`config.mk`:
```
export PLATFORM = sky130hd
export DESIGN_NAME = dram_strobe_ctrl
export DESIGN_NICKNAME = d
export VERILOG_FILES = /design/src/rtl/dram_ctrl_pkg.sv /design/src/rtl/dram_refresh_timer.sv /design/src/rtl/dram_cycle_seq.sv /design/src/rtl/dram_pin_drive.sv /design/src/rtl/dram_strobe_ctrl.sv
export SDC_FILE = /design/constraint.sdc
export NUM_CORES = 1
export LEC_CHECK = 0
export ABC_AREA = 1
export BUFFER_PORTS_ARGS = -buffer_cell sky130_fd_sc_hd__buf_2
export CORE_UTILIZATION = 45
export CTS_CLUSTER_DIAMETER = 50
export CTS_CLUSTER_SIZE = 14
export DETAILED_ROUTE_END_ITERATION = 10
export PLACE_DENSITY = 0.61
export RECOVER_POWER = 100
export SETUP_SLACK_MARGIN = 0.05
export SYNTH_ARGS = -nofsm -noshare
export SYNTH_HDL_FRONTEND = slang
export SYNTH_SLANG_ARGS = --single-unit
```
`constraint.sdc`:
```
create_clock -name clk -period 2.95 [get_ports clk]
set_input_delay 0.4425 -clock clk [delete_from_list [all_inputs] [get_ports clk]]
set_output_delay 0.4425 -clock clk [all_outputs]
set_load 0.1 [all_outputs]
```
`src/rtl/dram_ctrl_pkg.sv`:
```
package dram_ctrl_pkg;

  typedef enum logic [2:0] {
    PH_IDLE,
    PH_ROW,
    PH_COL,
    PH_REFCAS,
    PH_REFRAS,
    PH_PRE
  } phase_e;

  typedef struct packed {
    logic       ras_n;
    logic [1:0] cas_n;   // [0] low lane, [1] high lane
    logic       oe_n;
    logic       we_n;
    logic       row_sel;
    logic       buf_en_n;
    logic       ready;
  } pins_t;

  localparam pins_t PINS_IDLE = '{ras_n: 1'b1, cas_n: 2'b11, oe_n: 1'b1, we_n: 1'b1,
                                  row_sel: 1'b1, buf_en_n: 1'b1, ready: 1'b0};

endpackage

```
`src/rtl/dram_refresh_timer.sv`:
```
module dram_refresh_timer #(
  parameter int REF_INTERVAL = 624
) (
  input  logic clk,
  input  logic rst,
  input  logic ack,
  output logic pending
);
  localparam int CW = (REF_INTERVAL > 1) ? $clog2(REF_INTERVAL) : 1;
  localparam logic [CW-1:0] LAST = CW'(REF_INTERVAL - 1);

  logic [CW-1:0] tick;

  always_ff @(posedge clk) begin
    if (rst) begin
      tick    <= '0;
      pending <= 1'b0;
    end else begin
      if (tick == LAST) begin
        tick    <= '0;
        pending <= 1'b1;
      end else begin
        tick <= tick + 1'b1;
        if (ack) pending <= 1'b0;
      end
    end
  end

  // a pending refresh stays pending until the sequencer takes it
  p_pend_hold_r9: assert property (@(posedge clk) disable iff (rst)
    pending && !ack |=> pending);

endmodule

```
`src/rtl/dram_cycle_seq.sv`:
```
module dram_cycle_seq
  import dram_ctrl_pkg::*;
#(
  parameter int ROW_CYC = 3,
  parameter int COL_CYC = 2,
  parameter int PRE_CYC = 2,
  parameter int LANES   = 2
) (
  input  logic             clk,
  input  logic             rst,
  input  logic             req_valid,
  input  logic             req_write,
  input  logic [LANES-1:0] req_be,
  input  logic             ref_pending,
  output logic             ref_ack,
  output phase_e           nxt_phase,
  output logic             nxt_last,
  output logic             nxt_write,
  output logic [LANES-1:0] nxt_be
);
  localparam int MAXC = (ROW_CYC > COL_CYC) ? ((ROW_CYC > PRE_CYC) ? ROW_CYC : PRE_CYC)
                                            : ((COL_CYC > PRE_CYC) ? COL_CYC : PRE_CYC);
  localparam int CW = $clog2(MAXC + 1);
  localparam logic [CW-1:0] ROW_LD = CW'(ROW_CYC - 1);
  localparam logic [CW-1:0] COL_LD = CW'(COL_CYC - 1);
  localparam logic [CW-1:0] PRE_LD = CW'(PRE_CYC - 1);

  phase_e           phase;
  logic [CW-1:0]    cnt, nxt_cnt;
  logic             op_write;
  logic [LANES-1:0] op_be;

  always_comb begin
    nxt_phase = phase;
    nxt_cnt   = cnt;
    nxt_write = op_write;
    nxt_be    = op_be;
    ref_ack   = 1'b0;
    case (phase)
      PH_IDLE: begin
        if (ref_pending) begin
          nxt_phase = PH_REFCAS;
          nxt_cnt   = '0;
          ref_ack   = 1'b1;
        end else if (req_valid) begin
          nxt_phase = PH_ROW;
          nxt_cnt   = ROW_LD;
          nxt_write = req_write;
          nxt_be    = req_be;
        end
      end
      PH_ROW: begin
        if (cnt == '0) begin
          nxt_phase = PH_COL;
          nxt_cnt   = COL_LD;
        end else nxt_cnt = cnt - 1'b1;
      end
      PH_COL: begin
        if (cnt == '0) begin
          nxt_phase = PH_PRE;
          nxt_cnt   = PRE_LD;
        end else nxt_cnt = cnt - 1'b1;
      end
      PH_REFCAS: begin
        nxt_phase = PH_REFRAS;
        nxt_cnt   = ROW_LD;
      end
      PH_REFRAS: begin
        if (cnt == '0) begin
          nxt_phase = PH_PRE;
          nxt_cnt   = PRE_LD;
        end else nxt_cnt = cnt - 1'b1;
      end
      PH_PRE: begin
        if (cnt == '0) nxt_phase = PH_IDLE;
        else nxt_cnt = cnt - 1'b1;
      end
      default: begin
        nxt_phase = PH_IDLE;
        nxt_cnt   = '0;
      end
    endcase
  end

  assign nxt_last = (nxt_cnt == '0);

  always_ff @(posedge clk) begin
    if (rst) begin
      phase    <= PH_IDLE;
      cnt      <= '0;
      op_write <= 1'b0;
      op_be    <= '0;
    end else begin
      phase    <= nxt_phase;
      cnt      <= nxt_cnt;
      op_write <= nxt_write;
      op_be    <= nxt_be;
    end
  end

  // a refresh is only taken from idle, never in the middle of an access
  p_ack_from_idle_r10: assert property (@(posedge clk) disable iff (rst)
    ref_ack |=> phase == PH_REFCAS);

endmodule

```
`src/rtl/dram_pin_drive.sv`:
```
module dram_pin_drive
  import dram_ctrl_pkg::*;
#(
  parameter int LANES = 2
) (
  input  logic             clk,
  input  logic             rst,
  input  phase_e           nxt_phase,
  input  logic             nxt_last,
  input  logic             nxt_write,
  input  logic [LANES-1:0] nxt_be,
  output pins_t            pins
);
  pins_t d;
  logic  col, ref_any;

  assign col     = (nxt_phase == PH_COL);
  assign ref_any = (nxt_phase == PH_REFCAS) || (nxt_phase == PH_REFRAS);

  for (genvar g = 0; g < LANES; g++) begin : g_lane
    assign d.cas_n[g] = !((col && nxt_be[g]) || ref_any);
  end

  assign d.ras_n    = !((nxt_phase == PH_ROW) || col || (nxt_phase == PH_REFRAS));
  assign d.row_sel  = !(((nxt_phase == PH_ROW) && nxt_last) || col);
  assign d.oe_n     = !(col && !nxt_write);
  assign d.we_n     = !(col && nxt_write);
  assign d.buf_en_n = !col;
  assign d.ready    = col && nxt_last;

  always_ff @(posedge clk) begin
    if (rst) pins <= PINS_IDLE;
    else     pins <= d;
  end

endmodule

```
`src/rtl/dram_strobe_ctrl.sv`:
```
module dram_strobe_ctrl
  import dram_ctrl_pkg::*;
#(
  parameter int ROW_CYC      = 3,
  parameter int COL_CYC      = 2,
  parameter int PRE_CYC      = 2,
  parameter int REF_INTERVAL = 624
) (
  input  logic       clk,
  input  logic       rst,
  input  logic       req_valid,
  input  logic       req_write,
  input  logic [1:0] req_be,
  output logic       req_ready,
  output logic       ras_n,
  output logic       lcas_n,
  output logic       ucas_n,
  output logic       oe_n,
  output logic       we_n,
  output logic       addr_row_sel,
  output logic       dbuf_en_n
);
  localparam int LANES = 2;

  logic             ref_pending, ref_ack;
  phase_e           nxt_phase;
  logic             nxt_last, nxt_write;
  logic [LANES-1:0] nxt_be;
  pins_t            pins;

  dram_refresh_timer #(.REF_INTERVAL(REF_INTERVAL)) u_timer (
    .clk(clk), .rst(rst), .ack(ref_ack), .pending(ref_pending)
  );

  dram_cycle_seq #(
    .ROW_CYC(ROW_CYC), .COL_CYC(COL_CYC), .PRE_CYC(PRE_CYC), .LANES(LANES)
  ) u_seq (
    .clk(clk), .rst(rst), .req_valid(req_valid), .req_write(req_write),
    .req_be(req_be), .ref_pending(ref_pending), .ref_ack(ref_ack),
    .nxt_phase(nxt_phase), .nxt_last(nxt_last), .nxt_write(nxt_write), .nxt_be(nxt_be)
  );

  dram_pin_drive #(.LANES(LANES)) u_pins (
    .clk(clk), .rst(rst), .nxt_phase(nxt_phase), .nxt_last(nxt_last),
    .nxt_write(nxt_write), .nxt_be(nxt_be), .pins(pins)
  );

  assign ras_n        = pins.ras_n;
  assign lcas_n       = pins.cas_n[0];
  assign ucas_n       = pins.cas_n[1];
  assign oe_n         = pins.oe_n;
  assign we_n         = pins.we_n;
  assign addr_row_sel = pins.row_sel;
  assign dbuf_en_n    = pins.buf_en_n;
  assign req_ready    = pins.ready;

  // output enable and write enable never overlap
  p_oe_we_excl_r5: assert property (@(posedge clk) disable iff (rst)
    !(!oe_n && !we_n));

  // ready is a single-cycle pulse
  p_ready_pulse_r7: assert property (@(posedge clk) disable iff (rst)
    req_ready |=> !req_ready);

  // column address is selected the cycle before the transfer starts
  p_sel_before_cas_r3: assert property (@(posedge clk) disable iff (rst)
    $fell(dbuf_en_n) |-> !$past(addr_row_sel));

  // buffer enabled only while row and a column strobe are active
  p_buf_in_col_r6: assert property (@(posedge clk) disable iff (rst)
    !dbuf_en_n |-> (!ras_n && (!lcas_n || !ucas_n)));

  // row strobe precharge of at least two cycles
  p_precharge_r8: assert property (@(posedge clk) disable iff (rst)
    $rose(ras_n) |=> ras_n ##1 ras_n);

  // column-before-row start leaves data path and address select inactive
  p_cbr_quiet_r9: assert property (@(posedge clk) disable iff (rst)
    (!lcas_n && ras_n) |-> (oe_n && we_n && dbuf_en_n && addr_row_sel && !ucas_n));

endmodule

```
Yosys cells after proc, flatten, opt, wreduce, memory -nomap -nowiden:

Index checks and enable logic that the tools add are counted.

* $add $sub $neg: 2
* equal/unequal tests: 10
* muxes and demuxes: 21
* reduce and logical (&&, ||, !) cells: 27

Operator list (number)
* $mux 3: 5
* $pmux 3 s5: 1
* $mux 2: 7
* $eq 3x2->1 const B: 4
* $add 10x1->10 const B: 1
* $eq 10x10->1 const B: 1
* $eq 3x3->1 const B: 3
* $logic_not 1->1: 8
* $pmux 2 s4: 1
* $mux 1: 7
* $eq 3x1->1 const B: 2
* $logic_and 1x1->1: 6
* $logic_or 1x1->1: 6
* $logic_not 2->1: 2
* $reduce_or 2->1: 2
* $logic_not 3->1: 1
* $reduce_or 3->1: 1
* $reduce_bool 2->1: 1
* $sub 2x1->2 const B: 1

* register bits: 27
* input bits: 6
* word-level logic and storage cells: 73

Logic depth before layout (Yosys ltp):

* depth in word-level cells: 7
* mapped depth: 9

By module:

A second synthesis with hierarchy kept.

* cell total of the unflattened synthesis: 198
* area, all modules: 1356.3 um^2

Modules (own cells, without submodules)
* dram_cycle_seq: times used 1, cells an instance 89, area an instance 538.0 um^2, sequential area each 160.2 um^2
* dram_refresh_timer: times used 1, cells an instance 73, area an instance 529.3 um^2, sequential area each 220.2 um^2
* dram_pin_drive: times used 1, cells an instance 36, area an instance 289.0 um^2, sequential area each 160.2 um^2

Least setup slack after synthesis:

Ideal clock, no wire load.

* path type: flip-flop to output port
* start point: register, netlist name u_pins.pins[2]
* end point: output addr_row_sel
* arrival: 0.909 ns
* required time: 2.508 ns
* path slack: 1.599 ns
* cell stages (with the launch flop): 1
* path buffers: 0
* path through: dfxtp_1

RTL lines
* end: declaration: RTL line dram_strobe_ctrl.sv:20 `output logic addr_row_sel,`

No word-level cell between the ends.

Worst setup path in the final report:

* start point: register u_seq.phase[0]
* end point: register, netlist name u_pins.pins[3]

* cells in the longest elaborated chain, start to end: 6
* elaborated cells on any way between the ends: 17

RTL lines
* start: declaration: RTL line dram_cycle_seq.sv:28 `phase_e phase;`
* start signal: assignment: RTL line dram_cycle_seq.sv:94 `phase <= nxt_phase;`
* $eq 3x2->1, or another cell as far along: RTL line dram_cycle_seq.sv:39 `case (phase)`
* $reduce_or 2->1 (no source line) or $mux 3 (tied branches)
* $pmux 3 s5: RTL line dram_cycle_seq.sv:39
* $eq 3x2->1: RTL line dram_pin_drive.sv:17 `assign col = (nxt_phase == PH_COL);`
* $logic_and 1x1->1 (*): RTL line dram_pin_drive.sv:27 `assign d.we_n = !(col && nxt_write);`
* $logic_not 1->1 (*): RTL line dram_pin_drive.sv:27

Every way passes the cells marked *; elsewhere a longest branch is shown, timed or not.
A chain may end at the register's enable or synchronous reset.

==> Implementation_results.wiki <==
{| class="wikitable"
! Metric !! Value
|-
| Run status || finished, final reports clean
|-
| Max-cap violations || 0
|-
| Clock insertion delay at the later pin of the skew report || 320 ps
|-
| Seq. cell area || 540.5 µm²
|-
| Maximum vdd drop || 0.0006980 V
|-
| Detailed Place HPWL || 1808 µm
|-
| Number of buffers inserted by hold repair at cts || 0
|-
| Routed length per placed instance || ~11 µm
|-
| Register area share after synthesis || 44.35%
|-
| Count of filler cells inserted in the layout || 295
|-
| Longest Clk Path Bufs || 2
|-
| Congestion Overflow GR || 0
|-
| Top post-synthesis cells by area || dfxtp_1, nand2_1, nor2_1
|-
| Endpoints failing setup || 0
|-
| Area of the core region || 2522 µm²
|-
| Series of cell instances along the critical path || nor2_1 > nand2_4 > nor3_1 > o21ai_0 > or2_1
|-
| Area growth from synthesis to layout || 6.365%
|-
| Worst Reg-to-Reg Cells || 5
|-
| Yosys warning total || 0
|-
| Clk_skew || 5.098 ps
|-
| Yosys top cell by area || dfxtp_1
|-
| DRC violations left || 0
|-
| Yosys cell types || 27
|-
| Sum of negative setup slack || 0 ps
|-
| Area share of the largest cell type after synthesis || 44.35%
|-
| Root buffer cell || clkbuf_4
|-
| WS Path Type || flop to flop
|-
| Clock tree sinks || 27
|-
| Critical Path RT || between 3000 and 4000 ps
|-
| Critical path launch point type || flop
|-
| Maximum operating frequency || 495.5 MHz
|-
| Number of placed I/O pins || 14
|-
| TritonCTS clock tree || yes
|-
| Arrival @ worst endpoint || 2240 ps
|-
| Mean instance size in the synthesized netlist || roughly 7.3 µm²
|-
| Cell with the largest stage delay on the worst path || nor3_1
|-
| Max-slew headroom at the worst pin || around 23%
|-
| Global router's overall resource usage || 18.81%
|-
| Delay of the slowest cell on the worst path || around 550 ps
|-
| Count of state elements after synthesis || 27
|-
| Clock transition at the registers of the reported paths || 140 ps
|-
| Number of antenna diodes || 0
|-
| Routed via count || 1055
|-
| Final hold violations || 0
|-
| Count of nets after finishing || about 190
|-
| Number of search-and-repair iterations in the first detailed-routing pass || 4
|-
| Maximum number of pins on one net before global-route repair || 15
|-
| Routed vias/inst || 4.953
|-
| Highest-count cells in the layout ignoring fill and taps || nand2_1, dfxtp_1, nor2_1, inv_1, nand3_1
|-
| Post-synth net total || 174
|-
| Category of the worst setup path capture point || flop
|-
| Number of clock buffers inserted by TritonCTS || 3
|-
| Worst min-delay path class || primary input to flop
|-
| PortBufs || 13
|-
| Syn Inst Count || 167
|-
| Vertical extent of the die || 54.04 µm
|-
| Total power divided by cell area || around 900 nW/µm²
|-
| Unrepaired setup endpoints after global routing || no
|-
| Number of H-tree levels || 1
|-
| Most common library cell in the layout ignoring fill and taps || nand2_1
|-
| Routed Wire Length || approximately 2300 µm
|-
| FP Rows || 18
|-
| Count of buffers added by post-CTS timing repair for setup || 0
|-
| GPL Wtd Cong || approximately 0.79
|-
| Ratio of final minimum period to clock period || 68.41%
|-
| Number of global-route vias before repair || 956
|-
| Cell area after synthesis || roughly 1200 µm²
|-
| Overall power || 0.001172 W
|-
| Die Wd || 54.04 µm
|-
| Maximum fanout count along the critical path || 8
|-
| Number of antenna violations at the first check in global routing || 0
|-
| Number of DRC markers in iteration 0 || 13
|-
| Starting density of the core || 48.31%
|-
| Die area || ~2900 µm²
|-
| Transition time of the tightest slew-check pin || 1165 ps
|-
| Worst hold stages || 2
|-
| Layout cell share with drive strength beyond 1 || ~8.2%
|-
| Leakage power || about 0.56 nW
|-
| Number of gates resized after cts || 0
|-
| Number of pins with negative max-slew slack in the final report || 0
|-
| Post-route antenna net violation count || 0
|-
| Minimum period implied by the final worst setup slack || around 2000 ps
|-
| Combined area of the multi-input logic cells || 554.3 µm²
|-
| Global-route wire length before repair || 3891 µm
|}
==> sequential cells by signal, indices dropped and copies added (netlist names) <==
| name | count |
|---|---|
| u_timer.tick | 10 |
| u_pins.pins | 8 |
| u_seq.phase | 3 |
| u_seq.cnt | 2 |
| u_seq.op_be | 2 |
| u_seq.op_write | 1 |
| u_timer.pending | 1 |
==> power by group <==
| part | switching (W) | internal [W] | leakage [nW] |
|---|---|---|---|
| clock network | 0.000102 | 0.0000529 | 0.0150 |
| logic | 0.000439 | 0.000112 | 0.322 |
| registers | 0.0000367 | 0.000429 | 0.221 |
| total | 0.000578 | 0.000594 | 0.557 |
==> final cells by class <==
type / instances / area share, %
Multi-Input combinational cell: 117 / 42.76
Sequential cell: 27 / 41.70
Inverter: 22 / 6.371
Timing Repair Buffer: 13 / 4.247
Tap cell: 30 / 2.896
Clock buffer: 4 / 2.027
==> synthesized netlist by cell type, drive strengths merged <==
master and instances:
o211ai 2, nand4 2, dfxtp 27, nor3 4, nor2 23, ha 1
o21ai 8, o21a 1, inv 22, a31oi 1, nor3b 2, nand2 46
o21bai 1, xor2 2, nand3 12, a21oi 9, or2 2, or3 1
clkbuf 1
==> critical path: cells and delay by family (launching register included) <==
kind               cells  cell delay, ps
DFF                    1             360
and+or+nand+nor        4            1300
AOI/OAI and AO/OA      1             270
==> stage by stage <==
stage	instance area, µm²	util (%)	worst slack, ps	hold WS, ps	std cells
floorplan	1219	-	1599	429.5	167
global placement	1318	52.23	1457	446.1	209
detailed placement	1318	52.23	1451	470.9	209
CTS	1344	53.27	1425	423.6	213
global route	1296	51.39	751.8	423.1	213
finish	1296	51.39	931.9	431.5	213
==> worst paths after layout <==
check                        startpoint                           end  slack [ps]
max           u_seq.phase[0]$_SDFF_PP0_     u_pins.pins[3]$_SDFF_PP1_         930
min                                 rst  u_timer.pending$_SDFFE_PP0P_         430
max reg2reg   u_seq.phase[0]$_SDFF_PP0_     u_pins.pins[3]$_SDFF_PP1_         930
min reg2reg  u_timer.tick[0]$_SDFF_PP0_    u_timer.tick[0]$_SDFF_PP0_         490
==> metal layers <==
layer	routed length [µm]	track usage, %	up-vias
li1	-	-	566
met1	1197	24.53	474
met2	1029	30.25	10
met3	52	3.672	5
met4	34	7.692	0
met5	0	0	-
==> logic make-up after synthesis <==
| kind of cell | Yosys count | synth area share (%) |
|---|---|---|
| xor+xnor | 2 | 1.438 |
| simple gates | 92 | 35.22 |
| fa+ha+maj | 1 | 1.027 |
| flops | 27 | 44.35 |
| buf+inv | 23 | 7.084 |
| compound gates | 22 | 10.88 |
(Power assumes the default switching activity.)
